[config.mk]
export PLATFORM = sky130hd
export DESIGN_NAME = wdog_keyseq
export DESIGN_NICKNAME = d
export VERILOG_FILES = /design/src/rtl/wdog_keyseq.sv
export SDC_FILE = /design/constraint.sdc
export NUM_CORES = 1
export LEC_CHECK = 0
export BUFFER_PORTS_ARGS = -buffer_cell sky130_fd_sc_hd__buf_2
export CAP_MARGIN = 5
export CORE_MARGIN = 2
export CORE_UTILIZATION = 55
export CTS_CLUSTER_DIAMETER = 40
export CTS_CLUSTER_SIZE = 12
export DETAILED_ROUTE_END_ITERATION = 7
export MAX_ROUTING_LAYER = met4
export PLACE_DENSITY_LB_ADDON = 0.25
export SLEW_MARGIN = 20
export SYNTH_ARGS = -nofsm -noshare
export SYNTH_HDL_FRONTEND = slang
export SYNTH_SLANG_ARGS = --single-unit
export TNS_END_PERCENT = 1
[constraint.sdc]
create_clock -name clk -period 2.65 [get_ports clk]
set_clock_uncertainty 0.05 [all_clocks]
set_input_delay 0.1325 -clock clk [delete_from_list [all_inputs] [get_ports clk]]
set_output_delay 0.1325 -clock clk [all_outputs]
set_load 0.01 [all_outputs]
[src/rtl/wdog_keyseq.sv]
module wdog_keyseq #(
  parameter int ADDR_W     = 2,
  parameter int CTRL_ADDR  = 0,
  parameter int ARM_ADDR   = 1,
  parameter int SCALE_DOWN = 0,
  parameter int PULSE_LEN  = 16
) (
  input  logic              clk,
  input  logic              rst_n,
  input  logic              wr_en,
  input  logic [ADDR_W-1:0] wr_addr,
  input  logic [7:0]        wr_data,
  output logic              rst_req
);
  localparam int CNT_W = 25 - SCALE_DOWN;
  localparam int PW    = $clog2(PULSE_LEN + 1);
  localparam logic [7:0] KEY_A = 8'h55;
  localparam logic [7:0] KEY_B = 8'hAA;

  logic [2:0]       period_sel;
  logic             key_armed;
  logic [CNT_W-1:0] count;
  logic [PW-1:0]    pulse_cnt;

  function automatic logic [CNT_W-1:0] last_tick(input logic [2:0] s);
    int e;
    case (s)
      3'd2:    e = 16;
      3'd3:    e = 18;
      3'd4:    e = 20;
      3'd5:    e = 22;
      3'd6:    e = 23;
      3'd7:    e = 24;
      default: e = 14;
    endcase
    return CNT_W'((64'd1 << (e - SCALE_DOWN)) - 64'd1);
  endfunction

  logic ctrl_wr, arm_wr, key_a, key_b, bad_key;
  logic enabled, pulsing, rearm, restart, expired, fire;

  assign ctrl_wr = wr_en && (wr_addr == ADDR_W'(CTRL_ADDR));
  assign arm_wr  = wr_en && (wr_addr == ADDR_W'(ARM_ADDR));
  assign key_a   = arm_wr && (wr_data == KEY_A);
  assign key_b   = arm_wr && (wr_data == KEY_B);
  assign bad_key = arm_wr && !key_a && !key_b;
  assign enabled = (period_sel != 3'd0);
  assign pulsing = (pulse_cnt != '0);
  assign rearm   = key_b && key_armed;
  assign restart = rearm || ctrl_wr;
  assign expired = enabled && (count == last_tick(period_sel));
  assign fire    = enabled && !pulsing && (bad_key || (expired && !restart));
  assign rst_req = pulsing;

  always_ff @(posedge clk or negedge rst_n) begin
    if (!rst_n) begin
      period_sel <= 3'd0;
      key_armed  <= 1'b0;
      count      <= '0;
      pulse_cnt  <= '0;
    end else begin
      if (ctrl_wr) period_sel <= wr_data[2:0];

      if (key_a)                 key_armed <= 1'b1;
      else if (arm_wr || fire)   key_armed <= 1'b0;

      if (fire || restart || !enabled || pulsing) count <= '0;
      else                                         count <= count + 1'b1;

      if (fire)         pulse_cnt <= PW'(PULSE_LEN);
      else if (pulsing) pulse_cnt <= pulse_cnt - 1'b1;
    end
  end
endmodule

==> metrics.csv <==
metric,value,unit
num_rows,21,
post_cts_resized,0,
clock_tree.root_cell,clkbuf_4,
p_leak,0.879,nW
io_buffers,13,
clkSinkCount,34,
coreArea,3420,sq um
max_freq,452,MHz
cp.arrival,2.43,ns
htreeDepth,2,
route.met3.wl,171,microns
synth_xor_xnor_area_share,0.105,
holdWs,0.0647,ns
synth_top_area_frac,0.426,
drive_gt1_frac,0.274,
grt_pass1_vias,1461,
synthMuxAreaShare,0.0213,
path_class,reg -> reg,
netlist_instances,202,
cp_max_fo,25,
dr_wl_met2,1800,microns
die_h,64.3,microns
clk_pin_slew,0.10,ns
m1WireLength,1630,microns
fin_crit_sh,0.834,
via_per_inst,5.52,
end_kind,register,
hold_violations,0,
numCtsBuffers,5,
startpoint_type,register,
synthTopCellsByArea,"dfrtp_1 (43%), xor2_1 (7.4%), nor2_2 (6.9%)",
rsz0062_at_grt,no,
drt_wl_total,3640,microns
outcome,finished clean,
antenna_found_initial,0,
worst_ep_required_time,2.87,ns
drv_slew,0,
fin_tns_setup,0,ns
ys_types,47,
synth-compound-area-share,0.0707,
synth_top_family_by_area,simple AND/OR/NAND/NOR gates,
synth-edff-count,0,
finalCriticalPeriod,2.21,ns
synthAdderAreaFrac,0.0188,
min_path_type,in -> reg,
yosysSeqAreaShare,0.426,
dp_hpwl,2610,microns
fin_nets,238,
async_reset_ff_frac,1.00,
initial_core_util,0.585,
diodes,0,
wl_per_cell,13.5,microns
synth_top_area_cell,dfrtp_1,
place_ws,0.452,ns
power.density,582,nW/um^2
max_slew_margin,0.509,
avgSynthCellArea,9.90,sq um
setup_viol,0,
insertion_delay,0.34,ns
grt_max_degree,35,
synth_warnings,0,
num_vias,1485,
place_congestion,0.838,
die_w,64.3,microns
synth-seq-cells,34,
grt_first_pass_wirelength,6330,microns
cts_tree,yes,
vdd_drop_max,0.378,mV
synth_nets,218,
netlist_area,2000,sq um
drt-initial-drc-count,61,
synth-simple-area-share,0.323,
synth_ff_type,dfrtp_1,
globalRoute.totalOverflow,0,
tightest_slew,0.736,ns
top_layer,met4,
die_area,4130,sq um
fin_ws,0.439,ns
clk_path_buf_depth,2,
area_delta_synth_final,9.07,%
antenna_left,0,
io_pins,14,
drcViolationCount,0,
grt_usage,0.208,
max_cap_viol_count,0,
dr.pass1.iters,4,
power.total,1.27,mW
-- cells in the final DEF (no fill, tap or decap), drive strengths merged, types with 2 or more instances in the layout --
master	synthesis	layout
nor2	39	39
dfrtp	34	34
xor2	17	17
nand2	16	16
buf	4	14
nand3	13	13
xnor2	7	7
clkbuf	1	7
inv	6	6
a21oi	6	6
nor3	5	5
nand4	5	5
o21ai	5	5
dlygate4sd3	0	4
and3	4	4
and4	4	4
ha	3	3
nand2b	3	3
or2	2	2
or4bb	2	2
nor4bb	2	2
o41ai	2	2
nor2b	2	2
o211ai	2	2
and2	2	2
mux2i	2	2
mux2	2	2
-- area by class of cell --
cell class / count / area, sq um
clock buffer: 7 / 55.1
clock inverter: 1 / 5.00
fill: 286 / 1230
inverter: 6 / 22.5
multi-input combinational: 157 / 1080
sequential: 34 / 851
tap: 46 / 57.6
timing repair buffer: 18 / 113
-- kinds of logic (layout without fill, tap and decap cells) --
group	Yosys count	after routing
xor gates and xnor gates	24	24
and+or+nand+nor	106	106
muxes	4	4
AOI/OAI and AO/OA	20	20
adders and majority gates	3	3
buffers and inverters	11	32
DFF	34	34
-- power by group --
part | internal (mW) | switching (mW) | total, mW
clock network | 0.129 | 0.175 | 0.303
logic | 0.149 | 0.177 | 0.327
registers | 0.569 | 0.0711 | 0.640
total | 0.847 | 0.423 | 1.27
-- registers in the layout (all words and copies together) (netlist names) --
| name | flops |
|---|---|
| pulse_cnt | 5 |
| count | 25 |
| period_sel | 3 |
| key_armed | 1 |
-- synthesized netlist by cell type (all sizes together) (2+ instances only) --
cell,instances
a21oi,6
xnor2,7
xor2,17
or2,2
dfrtp,34
mux2i,2
o211ai,2
mux2,2
buf,4
nand2,16
and4,4
nor2,39
nor3,5
and3,4
nor2b,2
nand3,13
ha,3
inv,6
nand2b,3
o21ai,5
and2,2
nor4bb,2
nand4,5
o41ai,2
or4bb,2
-- critical path, cell delays in order, from the launching register on --
cell	delay [ns]
dfrtp_1	0.40
inv_1	0.10
ha_1	0.22
nand2b_4	0.06
or2_4	0.26
nor2_8	0.12
inv_2	0.06
or2_4	0.25
nor2_2	0.12
nand3_2	0.07
buf_4	0.26
nor2_1	0.15
-- per-layer routing --
metal  global-route usage  vias up
met2                0.332       31
met1                0.243      716
li1                     -      734
met4               0.0878        0
met3               0.0687        4
met5                    -        -
-- path summary, 6_finish.rpt --
check	slack, ns	cells after the start	startpoint	end
min in group asynchronous	0.33	2	rst_n	period_sel[1]$_DFFE_PN0P_
max in group asynchronous	1.74	2	rst_n	count[9]$_DFF_PN0_
setup / recovery	0.44	11	pulse_cnt[0]$_DFFE_PN0P_	count[5]$_DFF_PN0_
setup reg to reg	0.44	11	pulse_cnt[0]$_DFFE_PN0P_	count[5]$_DFF_PN0_
hold / removal	0.06	4	wr_en	key_armed$_DFFE_PN0P_
hold reg to reg	0.50	2	key_armed$_DFFE_PN0P_	key_armed$_DFFE_PN0P_
-- through the flow --
| step | instance area [sq um] | utilization | std cells |
|---|---|---|---|
| 5_1_grt | 2180 | 0.638 | 269 |
| 6_report | 2180 | 0.638 | 269 |
| 4_1_cts | 2180 | 0.638 | 269 |
| 3_5_place_dp | 2080 | 0.609 | 257 |
| 2_1_floorplan | 2000 | - | 202 |
| 3_3_place_gp | 2080 | 0.609 | 257 |
-- repair_timing --
item	4_1_cts	5_1_grt
hold buffers	4	0
endpoints found under the hold margin	37	0
endpoints found under the setup margin	0	0
setup buffers	0	0
Note: power is estimated with default switching activity, not from simulation.
